### src/rtl/fc_pkg.sv
package fc_pkg;
  typedef logic [1:0] rx_t;
  localparam rx_t RX_IGNORE = 2'b00;
  localparam rx_t RX_FLAG   = 2'b01;
  localparam rx_t RX_ALARM  = 2'b10;
  localparam rx_t RX_FATAL  = 2'b11;

  typedef enum logic [1:0] {
    ST_SELF  = 2'd0,
    ST_NORM  = 2'd1,
    ST_ALARM = 2'd2,
    ST_FAULT = 2'd3
  } fc_state_e;

  localparam logic [1:0] A_RX  = 2'd0;
  localparam logic [1:0] A_CLR = 2'd1;
  localparam logic [1:0] A_TMO = 2'd2;
endpackage

### src/rtl/fc_sync.sv
module fc_sync #(
  parameter int W = 8
) (
  input  logic         clk_i,
  input  logic         rst_ni,
  input  logic [W-1:0] d_i,
  output logic [W-1:0] q_o
);
  logic [W-1:0] s1_q, s2_q;

  always_ff @(posedge clk_i or negedge rst_ni) begin
    if (!rst_ni) begin
      s1_q <= '0;
      s2_q <= '0;
    end else begin
      s1_q <= d_i;
      s2_q <= s1_q;
    end
  end

  assign q_o = s2_q;
endmodule

### src/rtl/fc_classify.sv
module fc_classify
  import fc_pkg::*;
#(
  parameter int N = 8
) (
  input  logic         [N-1:0] vec_i,
  input  rx_t          [N-1:0] rx_i,
  output logic         [N-1:0] en_o,
  output logic         [N-1:0] alarm_o,
  output logic         [N-1:0] fatal_o
);
  for (genvar k = 0; k < N; k++) begin : g_lane
    assign en_o[k]    = (rx_i[k] != RX_IGNORE);
    assign alarm_o[k] = vec_i[k] && (rx_i[k] == RX_ALARM);
    assign fatal_o[k] = vec_i[k] && (rx_i[k] == RX_FATAL);
  end
endmodule

### src/rtl/fc_flags.sv
module fc_flags #(
  parameter int N = 8
) (
  input  logic         clk_i,
  input  logic         rst_ni,
  input  logic [N-1:0] sync_i,
  input  logic [N-1:0] set_en_i,
  input  logic [N-1:0] clr_i,
  output logic [N-1:0] flag_o
);
  logic [N-1:0] flag_q, flag_d;

  // set wins; clear refused while the line is still high
  assign flag_d = (flag_q & ~(clr_i & ~sync_i)) | (sync_i & set_en_i);

  always_ff @(posedge clk_i or negedge rst_ni) begin
    if (!rst_ni) flag_q <= '0;
    else         flag_q <= flag_d;
  end

  assign flag_o = flag_q;


  sticky_hold_chk: assert property (@(posedge clk_i) disable iff (!rst_ni)
    ((flag_q & sync_i) != '0) |=> ((flag_q & $past(flag_q & sync_i)) == $past(flag_q & sync_i)));


  no_spurious_set_chk: assert property (@(posedge clk_i) disable iff (!rst_ni)
    ((~flag_q & ~(sync_i & set_en_i)) != '0) |=> ((flag_q & $past(~flag_q & ~(sync_i & set_en_i))) == '0));
endmodule

### src/rtl/fc_selftest.sv
module fc_selftest
  import fc_pkg::*;
#(
  parameter int N = 8
) (
  input  logic         clk_i,
  input  logic         rst_ni,
  input  logic         active_i,
  input  logic [N-1:0] alarm_i,
  input  logic [N-1:0] fatal_i,
  output logic [N-1:0] pattern_o,
  output rx_t  [N-1:0] rx_o,
  output logic         done_o,
  output logic         fail_o
);
  localparam int IDX_W = (N > 1) ? $clog2(N) : 1;
  localparam logic [IDX_W-1:0] LAST = IDX_W'(N - 1);

  logic [IDX_W-1:0] idx_q;
  logic             pass_q;
  logic [N-1:0]     exp_alarm, exp_fatal;

  always_ff @(posedge clk_i or negedge rst_ni) begin
    if (!rst_ni) begin
      idx_q  <= '0;
      pass_q <= 1'b0;
    end else if (active_i) begin
      if (idx_q == LAST) begin
        idx_q  <= '0;
        pass_q <= 1'b1;
      end else begin
        idx_q <= idx_q + 1'b1;
      end
    end
  end

  assign pattern_o = N'(1) << idx_q;
  assign exp_alarm = pass_q ? '0 : pattern_o;
  assign exp_fatal = pass_q ? pattern_o : '0;

  for (genvar k = 0; k < N; k++) begin : g_cfg
    assign rx_o[k] = pass_q ? RX_FATAL : RX_ALARM;
  end

  assign done_o = active_i && pass_q && (idx_q == LAST);
  assign fail_o = active_i && ((alarm_i != exp_alarm) || (fatal_i != exp_fatal));


  selftest_match_chk: assert property (@(posedge clk_i) disable iff (!rst_ni)
    active_i |-> !fail_o);
endmodule

### src/rtl/fault_collector.sv
module fault_collector
  import fc_pkg::*;
#(
  parameter int N_FAULTS = 8,
  parameter int DEF_TMO  = 100,
  localparam int DATA_W  = 2 * N_FAULTS
) (
  input  logic                clk_i,
  input  logic                rst_ni,
  input  logic [N_FAULTS-1:0] fault_i,
  input  logic                cfg_we_i,
  input  logic [1:0]          cfg_addr_i,
  input  logic [DATA_W-1:0]   cfg_wdata_i,
  output logic                err_p_o,
  output logic                err_n_o,
  output logic                alarm_o,
  output logic                reset_req_o,
  output logic [N_FAULTS-1:0] flags_o
);
  localparam int N = N_FAULTS;

  fc_state_e       state_q, state_d;
  rx_t     [N-1:0] rx_q, cls_rx, st_rx;
  logic [DATA_W-1:0] tmo_q, tmr_q;
  logic [N-1:0]    sync, flags, cls_vec, en_v, alarm_v, fatal_v, pattern, clr_v;
  logic            self_act, st_done, st_fail, alarm_any, fatal_any, req_q;

  // configuration registers
  always_ff @(posedge clk_i or negedge rst_ni) begin
    if (!rst_ni) begin
      for (int k = 0; k < N; k++) rx_q[k] <= RX_ALARM;
      tmo_q <= DATA_W'(DEF_TMO);
    end else if (cfg_we_i) begin
      if (cfg_addr_i == A_RX)  rx_q  <= cfg_wdata_i;
      if (cfg_addr_i == A_TMO) tmo_q <= cfg_wdata_i;
    end
  end

  for (genvar k = 0; k < N; k++) begin : g_clr
    assign clr_v[k] = cfg_we_i && (cfg_addr_i == A_CLR) && (|cfg_wdata_i[2*k+1:2*k]);
  end

  fc_sync #(.W(N)) u_sync (
    .clk_i (clk_i),
    .rst_ni(rst_ni),
    .d_i   (fault_i),
    .q_o   (sync)
  );

  assign self_act = (state_q == ST_SELF);
  assign cls_vec  = self_act ? pattern : flags;
  assign cls_rx   = self_act ? st_rx : rx_q;

  fc_classify #(.N(N)) u_cls (
    .vec_i  (cls_vec),
    .rx_i   (cls_rx),
    .en_o   (en_v),
    .alarm_o(alarm_v),
    .fatal_o(fatal_v)
  );

  fc_flags #(.N(N)) u_flags (
    .clk_i   (clk_i),
    .rst_ni  (rst_ni),
    .sync_i  (sync),
    .set_en_i(en_v & {N{!self_act}}),
    .clr_i   (clr_v),
    .flag_o  (flags)
  );

  fc_selftest #(.N(N)) u_st (
    .clk_i    (clk_i),
    .rst_ni   (rst_ni),
    .active_i (self_act),
    .alarm_i  (alarm_v),
    .fatal_i  (fatal_v),
    .pattern_o(pattern),
    .rx_o     (st_rx),
    .done_o   (st_done),
    .fail_o   (st_fail)
  );

  assign alarm_any = !self_act && (|alarm_v);
  assign fatal_any = !self_act && (|fatal_v);

  always_comb begin
    state_d = state_q;
    unique case (state_q)
      ST_SELF:  if (st_fail) state_d = ST_FAULT;
                else if (st_done) state_d = ST_NORM;
      ST_NORM:  if (fatal_any) state_d = ST_FAULT;
                else if (alarm_any) state_d = ST_ALARM;
      ST_ALARM: if (fatal_any) state_d = ST_FAULT;
                else if (!alarm_any) state_d = ST_NORM;
                else if (tmr_q >= tmo_q) state_d = ST_FAULT;
      ST_FAULT: state_d = ST_FAULT;
      default:  state_d = ST_FAULT;
    endcase
  end

  always_ff @(posedge clk_i or negedge rst_ni) begin
    if (!rst_ni) begin
      state_q <= ST_SELF;
      tmr_q   <= '0;
      req_q   <= 1'b0;
    end else begin
      state_q <= state_d;
      tmr_q   <= (state_q == ST_ALARM && state_d == ST_ALARM) ? tmr_q + 1'b1 : '0;
      if ((state_q == ST_NORM || state_q == ST_ALARM) && fatal_any) req_q <= 1'b1;
    end
  end

  always_comb begin
    unique case (state_q)
      ST_SELF:  {err_p_o, err_n_o} = 2'b11;
      ST_FAULT: {err_p_o, err_n_o} = 2'b00;
      default:  {err_p_o, err_n_o} = 2'b01;
    endcase
  end

  assign alarm_o     = (state_q == ST_ALARM);
  assign reset_req_o = req_q;
  assign flags_o     = flags;


  fault_terminal_chk: assert property (@(posedge clk_i) disable iff (!rst_ni)
    (state_q == ST_FAULT) |=> (state_q == ST_FAULT));


  req_in_fault_chk: assert property (@(posedge clk_i) disable iff (!rst_ni)
    reset_req_o |-> (state_q == ST_FAULT));


  tmr_bound_chk: assert property (@(posedge clk_i) disable iff (!rst_ni)
    (state_q == ST_ALARM) |-> (tmr_q <= tmo_q));


  self_quiet_chk: assert property (@(posedge clk_i) disable iff (!rst_ni)
    (state_q == ST_SELF) |-> (flags == '0));


  alarm_exit_chk: assert property (@(posedge clk_i) disable iff (!rst_ni)
    (state_q == ST_ALARM && !alarm_any && !fatal_any) |=> (state_q == ST_NORM));
endmodule

### config.mk
export PLATFORM = sky130hd
export DESIGN_NAME = fault_collector
export DESIGN_NICKNAME = d
export VERILOG_FILES = /design/src/rtl/fc_pkg.sv /design/src/rtl/fc_sync.sv /design/src/rtl/fc_classify.sv /design/src/rtl/fc_flags.sv /design/src/rtl/fc_selftest.sv /design/src/rtl/fault_collector.sv
export SDC_FILE = /design/constraint.sdc
export NUM_CORES = 1
export LEC_CHECK = 0
export CELL_PAD_IN_SITES_DETAIL_PLACEMENT = 2
export CELL_PAD_IN_SITES_GLOBAL_PLACEMENT = 2
export CORE_ASPECT_RATIO = 0.9
export CORE_MARGIN = 2
export CORE_UTILIZATION = 41
export CTS_CLUSTER_SIZE = 40
export DETAILED_ROUTE_END_ITERATION = 8
export PLACE_DENSITY = 0.89
export SETUP_SLACK_MARGIN = 0.2
export SLEW_MARGIN = 20
export SYNTH_ARGS = -nofsm -noshare
export SYNTH_HDL_FRONTEND = slang
export SYNTH_HIERARCHICAL = 1
export SYNTH_SLANG_ARGS = --single-unit
### constraint.sdc
create_clock -name clk_i -period 8.25 [get_ports clk_i]
set_clock_uncertainty 0.2 [all_clocks]
set_input_delay 1.65 -clock clk_i [delete_from_list [all_inputs] [get_ports clk_i]]
set_output_delay 1.65 -clock clk_i [all_outputs]
set_load 0.005 [all_outputs]
==> flow_summary.yaml <==
sta:
  setup_violations: 0
  period_needed_ps: 4920
  finalHoldViolCount: 0
  slew_violations: 0
  whs_ps: 149
  max_freq_mhz: 203
  period_share_pct: 59.7
  fin_setup_tns_ps: 0
  max_slew.worst_pin.slew_ps: 966
  rsz0062_at_grt: "no"
  slew_headroom_pct: 35.4
clock_network:
  cts_num_sinks: 79
  post_cts_buffers: 0
  cts_tree: "done"
  clkTransAtPathRegs_ps: 70
  htree_levels: 3
  numCtsBuffers: 9
  clk_latency_ps: 360
  ctsResizeCount: 0
  cts_hold_buffers: 0
  clk_path_buf_depth: 2
  ctsRootBufferMaster: "clkbuf_16"
global_routing:
  grt_usage_pct: 23.2
  grt_max_degree: 80
  grt_pass1_vias: 4113
  antenna_found_initial: 0
  grt.overflow.total: 0
  grt_pass1_wl_mm: 22.5
logic_synthesis:
  async_reset_ff_share_pct: 100
  yosysTopAreaCell: "dfrtp_1"
  synth_ff_type: "dfrtp_1"
  synth_cell_types: 68
  yosys_warnings: 6
  synth-seq-cells: 79
  netlist_area_mm2: 0.00484
  synth_top_area_share_pct: 35.2
  synth-edff-count: 0
  syn_inst: 459
  synthTopCellsByArea: "dfrtp_1 35%, mux2_2 13%, ha_1 7.0%"
  seq_area_frac_synth_pct: 41.1
  syn_area_per_cell_um2: 10.5
critical_path:
  path_max_fanout: 45
  critPathKind: "reg -> reg"
  cp_cell_sequence: "inv_1 > ha_2 > mux2_2 > and3b_2 > nor4bb_1 > a41oi_1 > o32a_1 > a2111oi_2 > a31oi_1 > nor4b_1 > a211oi_1 > a311oi_2 > a31oi_4 > nor3_1"
  path_delay_family: "compound AO/OA/AOI/OAI gates"
  worst_path_max_delay_cell: "ha_2"
  start_kind: "register"
  cp_num_buf_inv: 1
  cpPeakStageDelay_ps: 800
  endpoint_kind: "register"
  worstPathArrival_ps: 4980
  required_ps: 8310
floorplanning:
  rows: 37
  die-area_mm2: 0.0127
  ios: 41
  core_mm2: 0.0115
  die_h_um: 107
  die_w_um: 119
  start_util_pct: 42.2
final_layout:
  drive_above_1_share_pct: 25.4
  antenna_cells: 0
  stdcell_count: 653
  multi_input_area_mm2: 0.00254
  nets: 548
  regArea_mm2: 0.00199
  nFillCells: 1203
  final_cell_area_mm2: 0.00561
  area_delta_synth_final_pct: 15.9
status:
  outcome: "completed"
detailed_routing:
  wl_mm: 13.5
  wire_per_inst_um: 20.7
  via_per_inst: 5.50
  vias: 3591
  drc_errors: 0
  ant_nets: 0
  detail_route.first_pass.iterations: 4
  drt_iter0_drc: 166
placed_design:
  place.gp.congestion: 0.841
  dpl.cell_count: 636
  port_buffers: 40
  dp_hpwl_mm: 9.41
  place_area_mm2: 0.00528
pwr:
  combPwrFrac_pct: 20.0
  p_sw_share_pct: 28.0
  total_power_w: 0.00107
  p_leak_nw: 2.37
  p_seq_share_pct: 42.0
  p_clk_share_pct: 38.0
  p_int_w: 0.000774
  power.density_mw_per_mm2: 192
  p_sw_w: 0.000301
  peakVddDrop_uv: 144
flow_run:
  cap_violations: 0
worst_hold_path:
  hp-class: "reg -> reg"
cells in the mapped netlist (2+ instances only):
cell and count:
dfrtp_1 68, mux2_2 56, inv_1 38, nor2_1 29, ha_1 27, o21ai_1 20, buf_4 17, nand2_1 14
nor3_1 12, dfstp_2 11, nor2b_1 11, nand3_1 9, nor3_2 9, xor2_1 9, and3b_2 8, o21ai_0 8
or2_1 8, and3_1 7, and3_2 7, a21oi_1 5, clkbuf_1 5, xnor2_1 5, a211oi_1 4, a31oi_1 4
and2_1 4, nand2b_1 4, buf_2 3, buf_6 3, nand3b_1 3, nor3b_1 3, a221oi_1 2, a41o_1 2
and4_1 2, nand4_1 2, nor4_1 2, nor4_2 2, o211ai_1 2, o21a_1 2, o311a_1 2, or4_4 2
cell usage in the layout (no fill, tap or decap), types with 3 or more instances in the layout:
| master | synthesis | routed |
|---|---|---|
| a211oi_1 | 4 | 4 |
| a21oi_1 | 5 | 5 |
| a31oi_1 | 4 | 4 |
| and2_1 | 4 | 4 |
| and3_1 | 7 | 7 |
| and3_2 | 7 | 7 |
| and3b_2 | 8 | 8 |
| buf_4 | 17 | 3 |
| clkbuf_16 | 0 | 9 |
| clkdlybuf4s50_1 | 0 | 39 |
| clkinvlp_4 | 0 | 3 |
| conb_1 | 1 | 8 |
| dfrtp_1 | 68 | 68 |
| dfstp_2 | 11 | 11 |
| ha_1 | 27 | 26 |
| inv_1 | 38 | 38 |
| mux2_2 | 56 | 56 |
| nand2_1 | 14 | 14 |
| nand2b_1 | 4 | 4 |
| nand3_1 | 9 | 9 |
| nand3b_1 | 3 | 3 |
| nor2_1 | 29 | 29 |
| nor2b_1 | 11 | 11 |
| nor3_1 | 12 | 12 |
| nor3_2 | 9 | 9 |
| nor3b_1 | 3 | 3 |
| o21ai_0 | 8 | 8 |
| o21ai_1 | 20 | 20 |
| or2_1 | 8 | 8 |
| xnor2_1 | 5 | 5 |
| xor2_1 | 9 | 9 |
power groups by stage:
stage | combinational [W] | clock [W] | sequential (W)
2_1_floorplan | 0.000142 | 0 | 0.000450
3_3_place_gp | 0.000194 | 0 | 0.000456
3_5_place_dp | 0.000209 | 0 | 0.000459
4_1_cts | 0.000215 | 0.000423 | 0.000452
5_1_grt | 0.000240 | 0.000437 | 0.000457
6_report | 0.000215 | 0.000408 | 0.000451
per-stage QoR:
step                      setup WS (ps)  util (%)
after floorplan                    3910         -
after global placement             3650      46.0
after detailed placement           3450      46.0
after CTS                          3300      48.6
after global routing               2970      48.9
final                              3330      48.9
flip-flops by register name, summed over array words and instances (netlist names):
register / count
u_sync/s1_q: 8
u_st/idx_q: 3
tmr_q: 16
u_sync/q_o: 8
state_q: 2
u_st/pass_q: 1
tmo_q: 16
u_flags/flag_o: 8
reset_req_o: 1
rx_q: 16
cells by family (layout without fill, tap and decap cells):
family	after synthesis	in the layout	synth area share [%]
simple gates	147	147	19.0
flops	79	79	41.1
compound gates	67	67	9.95
buf+inv	67	98	7.06
fa+ha+maj	27	27	6.98
xor+xnor	14	14	2.53
other cells	1	8	0.0775
mux	57	57	13.2
layer usage:
metal  GRT usage, %  share of wire (%)  vias up
li1               -                  -     1667
met1           28.5                 43     1843
met2           40.6                 52       64
met3           5.48                3.9       17
met4           7.06                1.6        0
met5              0                  0        -
worst reg2reg max path: cells and delay by family, from the launching register on:
family                     cells  cell delay [ps]
and+or+nand+nor                4             1320
adders and majority gates      1              800
muxes                          1              460
buffers and inverters          1              170
AOI/OAI and AO/OA              7             1430
DFF                            1              450
cell type report:
class / count / area share, %
timing repair buffer: 43 / 7.85
inverter: 39 / 2.61
tap: 156 / 3.48
sequential: 79 / 35.5
clock buffer: 10 / 4.08
clock inverter: 6 / 1.25
multi-input combinational: 320 / 45.2
path summary, 6_finish.rpt:
path | start | endpoint | slack (ps) | cells after the start
min in group asynchronous | rst_ni | tmo_q[13] | 1020 | 1
min reg2reg | u_sync/s1_q[3] | u_sync/q_o[3] | 150 | 0
max reg2reg | state_q[1] | tmr_q[15] | 3330 | 14
max | state_q[1] | tmr_q[15] | 3330 | 14
min | u_sync/s1_q[3] | u_sync/q_o[3] | 150 | 0
max in group asynchronous | rst_ni | tmo_q[5] | 6180 | 2
(Power assumes the default switching activity.)
